`src/rtl/cache_pkg.sv`:
```
package cache_pkg;
    typedef enum logic [1:0] {
        ST_IDLE  = 2'd0,
        ST_WBACK = 2'd1,
        ST_FILL  = 2'd2
    } cstate_e;
endpackage

```
`src/rtl/beat_timer.sv`:
```
module beat_timer #(
    parameter int BEATS       = 4,
    parameter int BEAT_CYCLES = 5
) (
    input  logic                       clk,
    input  logic                       rst_n,
    input  logic                       run,
    output logic [$clog2(BEATS)-1:0]   beat_idx,
    output logic                       beat_end,
    output logic                       xfer_end
);
    localparam int BW = $clog2(BEATS);
    localparam int CW = $clog2(BEAT_CYCLES);

    typedef struct packed {
        logic [BW-1:0] beat;
        logic [CW-1:0] cyc;
    } tmr_t;

    tmr_t tmr_d, tmr_q;

    assign beat_idx = tmr_q.beat;
    assign beat_end = run && (tmr_q.cyc == CW'(BEAT_CYCLES - 1));
    assign xfer_end = beat_end && (tmr_q.beat == BW'(BEATS - 1));

    always_comb begin
        tmr_d = tmr_q;
        if (!run) begin
            tmr_d = '0;
        end else if (beat_end) begin
            tmr_d.cyc  = '0;
            tmr_d.beat = xfer_end ? '0 : tmr_q.beat + 1'b1;
        end else begin
            tmr_d.cyc = tmr_q.cyc + 1'b1;
        end
    end

    always_ff @(posedge clk or negedge rst_n) begin
        if (!rst_n) tmr_q <= '0;
        else        tmr_q <= tmr_d;
    end


    beat_hold_chk: assert property (@(posedge clk) disable iff (!rst_n)
        (run && !beat_end) |=> (beat_idx == $past(beat_idx)));


    beat_wrap_chk: assert property (@(posedge clk) disable iff (!rst_n)
        xfer_end |=> (beat_idx == '0));
endmodule

```
`src/rtl/tag_match.sv`:
```
module tag_match #(
    parameter int TAG_W = 6,
    parameter int WAYS  = 2
) (
    input  logic [TAG_W-1:0]      lookup_tag,
    input  logic [WAYS*TAG_W-1:0] way_tags,
    input  logic [WAYS-1:0]       way_valid,
    output logic [WAYS-1:0]       hit_vec
);
    for (genvar w = 0; w < WAYS; w++) begin : g_way
        assign hit_vec[w] = way_valid[w] && (way_tags[w*TAG_W +: TAG_W] == lookup_tag);
    end
endmodule

```
`src/rtl/wb_cache.sv`:
```
module wb_cache
    import cache_pkg::*;
#(
    parameter int DATA_W      = 32,
    parameter int ADDR_W      = 10,
    parameter int BLK_WORDS   = 4,
    parameter int CACHE_WORDS = 32,
    parameter int BEAT_CYCLES = 5
) (
    input  logic              clk,
    input  logic              rst_n,
    input  logic              cpu_req,
    input  logic              cpu_we,
    input  logic [ADDR_W-1:0] cpu_addr,
    input  logic [DATA_W-1:0] cpu_wdata,
    output logic [DATA_W-1:0] cpu_rdata,
    output logic              cpu_ready,
    output logic              mem_rd,
    output logic              mem_wr,
    output logic [ADDR_W-1:0] mem_addr,
    output logic [DATA_W-1:0] mem_wdata,
    input  logic [DATA_W-1:0] mem_rdata
);
    localparam int WAYS  = 2;
    localparam int OFF_W = $clog2(BLK_WORDS);
    localparam int SETS  = CACHE_WORDS / (BLK_WORDS * WAYS);
    localparam int IDX_W = $clog2(SETS);
    localparam int TAG_W = ADDR_W - IDX_W - OFF_W;

    typedef struct packed {
        cstate_e                    state;
        logic                       vict;
        logic [SETS-1:0][WAYS-1:0]  valid;
        logic [SETS-1:0][WAYS-1:0]  dirty;
        logic [SETS-1:0]            fifo;
    } ctl_t;

    ctl_t ctl_d, ctl_q;

    logic [TAG_W-1:0]  tag_q  [SETS][WAYS];
    logic [DATA_W-1:0] data_q [SETS][WAYS][BLK_WORDS];

    logic [OFF_W-1:0] off;
    logic [IDX_W-1:0] idx;
    logic [TAG_W-1:0] tag;
    assign off = cpu_addr[OFF_W-1:0];
    assign idx = cpu_addr[OFF_W +: IDX_W];
    assign tag = cpu_addr[ADDR_W-1 -: TAG_W];

    logic [WAYS-1:0]  hit_vec;
    logic             hit, hit_way;
    logic [OFF_W-1:0] beat;
    logic             beat_end, xfer_end;

    tag_match #(.TAG_W(TAG_W), .WAYS(WAYS)) u_match (
        .lookup_tag (tag),
        .way_tags   ({tag_q[idx][1], tag_q[idx][0]}),
        .way_valid  (ctl_q.valid[idx]),
        .hit_vec    (hit_vec)
    );

    beat_timer #(.BEATS(BLK_WORDS), .BEAT_CYCLES(BEAT_CYCLES)) u_timer (
        .clk      (clk),
        .rst_n    (rst_n),
        .run      (ctl_q.state != ST_IDLE),
        .beat_idx (beat),
        .beat_end (beat_end),
        .xfer_end (xfer_end)
    );

    assign hit     = |hit_vec;
    assign hit_way = hit_vec[1];

    logic              data_we, tag_we, wr_way;
    logic [OFF_W-1:0]  wr_off;
    logic [DATA_W-1:0] wr_val;

    always_comb begin
        ctl_d   = ctl_q;
        data_we = 1'b0;
        tag_we  = 1'b0;
        wr_way  = ctl_q.vict;
        wr_off  = beat;
        wr_val  = mem_rdata;
        unique case (ctl_q.state)
            ST_IDLE: begin
                if (cpu_req && hit) begin
                    if (cpu_we) begin
                        data_we = 1'b1;
                        wr_way  = hit_way;
                        wr_off  = off;
                        wr_val  = cpu_wdata;
                        ctl_d.dirty[idx][hit_way] = 1'b1;
                    end
                end else if (cpu_req) begin
                    ctl_d.vict  = ctl_q.fifo[idx];
                    ctl_d.state = (ctl_q.valid[idx][ctl_q.fifo[idx]] &&
                                   ctl_q.dirty[idx][ctl_q.fifo[idx]]) ? ST_WBACK : ST_FILL;
                end
            end
            ST_WBACK: begin
                if (xfer_end) ctl_d.state = ST_FILL;
            end
            ST_FILL: begin
                data_we = beat_end;
                if (xfer_end) begin
                    tag_we                       = 1'b1;
                    ctl_d.valid[idx][ctl_q.vict] = 1'b1;
                    ctl_d.dirty[idx][ctl_q.vict] = 1'b0;
                    ctl_d.fifo[idx]              = ~ctl_q.fifo[idx];
                    ctl_d.state                  = ST_IDLE;
                end
            end
            default: ctl_d.state = ST_IDLE;
        endcase
    end

    always_ff @(posedge clk or negedge rst_n) begin
        if (!rst_n) begin
            ctl_q       <= '0;
            ctl_q.state <= ST_IDLE;
        end else begin
            ctl_q <= ctl_d;
        end
    end

    always_ff @(posedge clk) begin
        if (data_we) data_q[idx][wr_way][wr_off] <= wr_val;
        if (tag_we)  tag_q[idx][ctl_q.vict]      <= tag;
    end

    assign cpu_rdata = data_q[idx][hit_way][off];
    assign cpu_ready = (ctl_q.state == ST_IDLE) && (!cpu_req || hit);
    assign mem_rd    = (ctl_q.state == ST_FILL);
    assign mem_wr    = (ctl_q.state == ST_WBACK) && beat_end;
    assign mem_wdata = data_q[idx][ctl_q.vict][beat];
    assign mem_addr  = (ctl_q.state == ST_WBACK) ? {tag_q[idx][ctl_q.vict], idx, beat}
                                                 : {tag, idx, beat};


    one_way_hit_chk: assert property (@(posedge clk) disable iff (!rst_n)
        $onehot0(hit_vec));


    wb_then_fill_chk: assert property (@(posedge clk) disable iff (!rst_n)
        (ctl_q.state == ST_WBACK && xfer_end) |=> (ctl_q.state == ST_FILL));


    fill_done_chk: assert property (@(posedge clk) disable iff (!rst_n)
        (ctl_q.state == ST_FILL && xfer_end) |=> (ctl_q.state == ST_IDLE));


    fifo_toggle_chk: assert property (@(posedge clk) disable iff (!rst_n)
        (ctl_q.state == ST_FILL && xfer_end) |=> (ctl_q.fifo != $past(ctl_q.fifo)));


    fifo_hold_chk: assert property (@(posedge clk) disable iff (!rst_n)
        (ctl_q.state == ST_IDLE) |=> (ctl_q.fifo == $past(ctl_q.fifo)));


    busy_ready_chk: assert property (@(posedge clk) disable iff (!rst_n)
        (mem_rd || mem_wr) |-> !cpu_ready);


    rd_wr_excl_chk: assert property (@(posedge clk) disable iff (!rst_n)
        !(mem_rd && mem_wr));
endmodule

```
`config.mk`:
```
export PLATFORM = sky130hd
export DESIGN_NAME = wb_cache
export DESIGN_NICKNAME = d
export VERILOG_FILES = /design/src/rtl/cache_pkg.sv /design/src/rtl/beat_timer.sv /design/src/rtl/tag_match.sv /design/src/rtl/wb_cache.sv
export SDC_FILE = /design/constraint.sdc
export NUM_CORES = 1
export LEC_CHECK = 0
export ABC_AREA = 1
export ABC_CLOCK_PERIOD_IN_PS = 4150
export BUFFER_PORTS_ARGS = -buffer_cell sky130_fd_sc_hd__buf_2
export CORE_AREA = 10 10 330 364
export CTS_BUF_LIST = sky130_fd_sc_hd__clkbuf_4 sky130_fd_sc_hd__clkbuf_8
export CTS_CLUSTER_DIAMETER = 40
export DETAILED_ROUTE_END_ITERATION = 16
export DIE_AREA = 0 0 340 374
export SKIP_CTS_REPAIR_TIMING = 1
export SLEW_MARGIN = 20
export SYNTH_ARGS = -nofsm -noshare
export SYNTH_HDL_FRONTEND = slang
export SYNTH_SLANG_ARGS = --single-unit
```
`constraint.sdc`:
```
create_clock -name clk -period 4.15 [get_ports clk]
set_input_delay 0.2075 -clock clk [delete_from_list [all_inputs] [get_ports clk]]
set_output_delay 0.2075 -clock clk [all_outputs]
set_load 0.03 [all_outputs]
```
==> out/qor.yml <==
synth:
  synth_edf_count: 1072
  synthArstFlopShare: 0.0255
  syn_area_per_cell_um2: 13.4
  ys_seq_elements: 1100
  synth_nets: 3421
  yosys_warnings: 0
  ys_seq_area_frac: 0.737
  syn_area_um2: 44600
  yosys_most_used_dff: "edfxtp_1"
  synth_area_leaders: "edfxtp_1 (72%), nand2_1 (7.1%), a221oi_1 (4.4%)"
  yosysTopAreaCell: "edfxtp_1"
  synthCells: 3340
  synth_top_area_frac: 0.721
  netlist-cell-type-count: 35
critical_path:
  critPathCaptureType: "output port"
  cp.arrival_ns: 3.67
  reg2reg_from: "tag_q[1][2]$_DFFE_PP_"
  critical_path.max_fanout: 109
  r2r_slack_ns: 0.46
  crit_required_ns: 3.94
  r2r_end: "data_q[0][119]$_DFFE_PP_"
  ff2ff_path_depth: 16
  startpoint_type: "register"
  crit_type: "register to output port"
route:
  final_antenna_net_count: 0
  vias: 30700
  via_per_inst: 5.81
  drc: 0
  routedWlPerCell_um: 27.1
  postRouteWirelength_um: 143000
  drtIter0Drc: 3676
  first_pass_iters: 6
grt:
  antenna_found_initial: 10
  grt_usage: 0.218
  grt_max_degree: 164
  grt_pass1_wl_um: 207000
  grt_pass1_vias: 29500
  grt.overflow.total: 0
final_layout:
  layoutNonFillerInstCount: 5289
  fin_area_um2: 52200
  drive_gt1_frac: 0.173
  syn_to_final_growth_pct: 17.0
  finish.net_count: 3714
  layout_commonest_cell: "edfxtp_1"
  final_cell_mix: "edfxtp_1 (1072), nand2_1 (842), nand3_1 (230)"
cts:
  h-tree-depth: 4
  cts_buffer_depth: 3
  cts_tree: "built"
  clock-sinks: 1100
  clk_latency_ns: 0.90
  numCtsBuffers: 182
  clkTransAtPathRegs_ns: 0.06
  root_buffer: "clkbuf_8"
timing:
  min_period_over_period: 0.933
  hold_viol: 30
  setup_viol: 0
  slew_violations: 0
  final.min_clock_period_ns: 3.87
  tns_ns: 0
  skew_ns: 0.0590
  max_freq_ghz: 0.258
  worst_pin_slew_ns: 1.29
  hold_ws_ns: -0.0199
  rsz0062_at_grt: "false"
  timing.slew.headroom: 0.143
outcome:
  violations: "negative hold slack"
  outcome: "complete, but fails checks"
power:
  ir_drop_mv: 0.378
  p_per_area_nw_per_um2: 522
  leakage_nw: 18.4
die:
  io-pin-count: 155
  start_util: 0.398
  coreArea_um2: 112000
  rows: 129
  die_x_um: 340
  dieArea_um2: 127000
  die_h_um: 374
min_path:
  hold_class: "input port to register"
  hold_start: "mem_rdata[27]"
  min_to: "data_q[1][251]$_DFFE_PP_"
  hold_depth: 4
placed_design:
  place_area_um2: 48000
  port_buffers: 154
  gp_congestion: 0.839
  post-dp-hpwl_um: 83000
  dp.cells: 4907
run:
  max-cap-violations: 0
logic make-up (layout without fill, tap and decap cells):
group | count (synthesis) | after routing | synth area share
fa+ha+maj | 3 | 3 | 0.000841
simple gates | 1173 | 1173 | 0.108
xor+xnor | 1 | 1 | 0.000196
other cells | 0 | 2 | 0
flops | 1100 | 1100 | 0.737
buf+inv | 294 | 735 | 0.0272
compound gates | 769 | 769 | 0.127
cell usage after synthesis, types with 2 or more instances:
master       n
edfxtp_1  1072
nand2_1    842
nand3_1    230
a221oi_1   224
a22o_1     196
a21oi_1    167
clkbuf_1   147
o21ai_0     71
nor2_1      57
a22oi_1     49
buf_2       48
inv_1       47
o21a_1      31
buf_1       30
dfrtp_1     28
nor3_1      17
o22ai_1     15
o211ai_1    11
buf_4        9
inv_2        9
or2_2        8
nand2_2      7
a31oi_1      4
nand4_1      4
ha_1         3
and2_1       2
buf_6        2
clkinv_1     2
nor2_2       2
through the flow:
stage | setup WS [ns] | utilization | power [mW]
CTS | 0.279 | 0.461 | 27.3
floorplan | -0.200 | - | 15.7
detailed placement | 0.557 | 0.428 | 17.8
global placement | 0.543 | 0.428 | 17.7
finish | 0.276 | 0.465 | 27.3
global route | 0.0751 | 0.465 | 28.2
per-layer routing:
metal / vias to the layer above / part of all wire / wire length [um] / global-route usage
met5: - / 0.000091 / 13 / 0
met4: 2 / 0.034 / 4870 / 0.0765
met3: 305 / 0.095 / 13700 / 0.0490
met2: 1726 / 0.47 / 67100 / 0.348
met1: 15300 / 0.40 / 57500 / 0.292
li1: 13300 / - / - / -
final cells by class:
class / count / area (um^2)
repair buffers: 345 / 2730
fillers: 9855 / 60000
clock buffers: 239 / 2940
flip-flops and latches: 1100 / 32900
well taps: 1506 / 1880
inverters: 58 / 233
clock inverters: 93 / 751
multi-input cells: 1946 / 10800
diodes: 2 / 5.00
worst max path at each step:
stage	start	slack, ns	cells after the start	end
after CTS	tag_q[3][0]$_DFFE_PP_	0.28	13	cpu_rdata[14]
final	tag_q[1][4]$_DFFE_PP_	0.28	15	cpu_rdata[14]
after global placement	cpu_addr[3]	0.54	12	cpu_rdata[17]
after global routing	tag_q[1][2]$_DFFE_PP_	0.08	15	cpu_rdata[17]
after detailed placement	cpu_addr[2]	0.56	17	data_q[1][99]$_DFFE_PP_
after floorplan	cpu_addr[3]	-0.20	17	data_q[0][160]$_DFFE_PP_
report_power, final:
group | switching [mW] | total (mW) | internal [mW]
Combinational | 3.76 | 5.07 | 1.31
Sequential | 0.159 | 12.5 | 12.4
Clock | 4.53 | 9.67 | 5.14
flip-flops by register name (all words and copies together) (netlist names), named ones only:
| signal | cells |
|---|---|
| data_q | 1024 |
| u_timer.beat_idx | 2 |
| tag_q | 48 |
| ctl_q | 19 |
| u_timer.tmr_q | 3 |
worst max-delay path, stage by stage, from the launching register on:
cell and delay (ns):
edfxtp_1 0.40, nand2_1 0.09, nand2_1 0.05, nand2_1 0.08, nand3_1 0.07, nand2_1 0.08, inv_1 0.04, nor2_1 0.08
nand2_1 0.08, nor2_4 0.19, buf_12 0.51, o211ai_1 0.19, nand2_1 0.09, nor2_1 0.04, a21oi_1 0.41, buf_2 0.34
No activity file was read; power rests on OpenSTA's default activity.
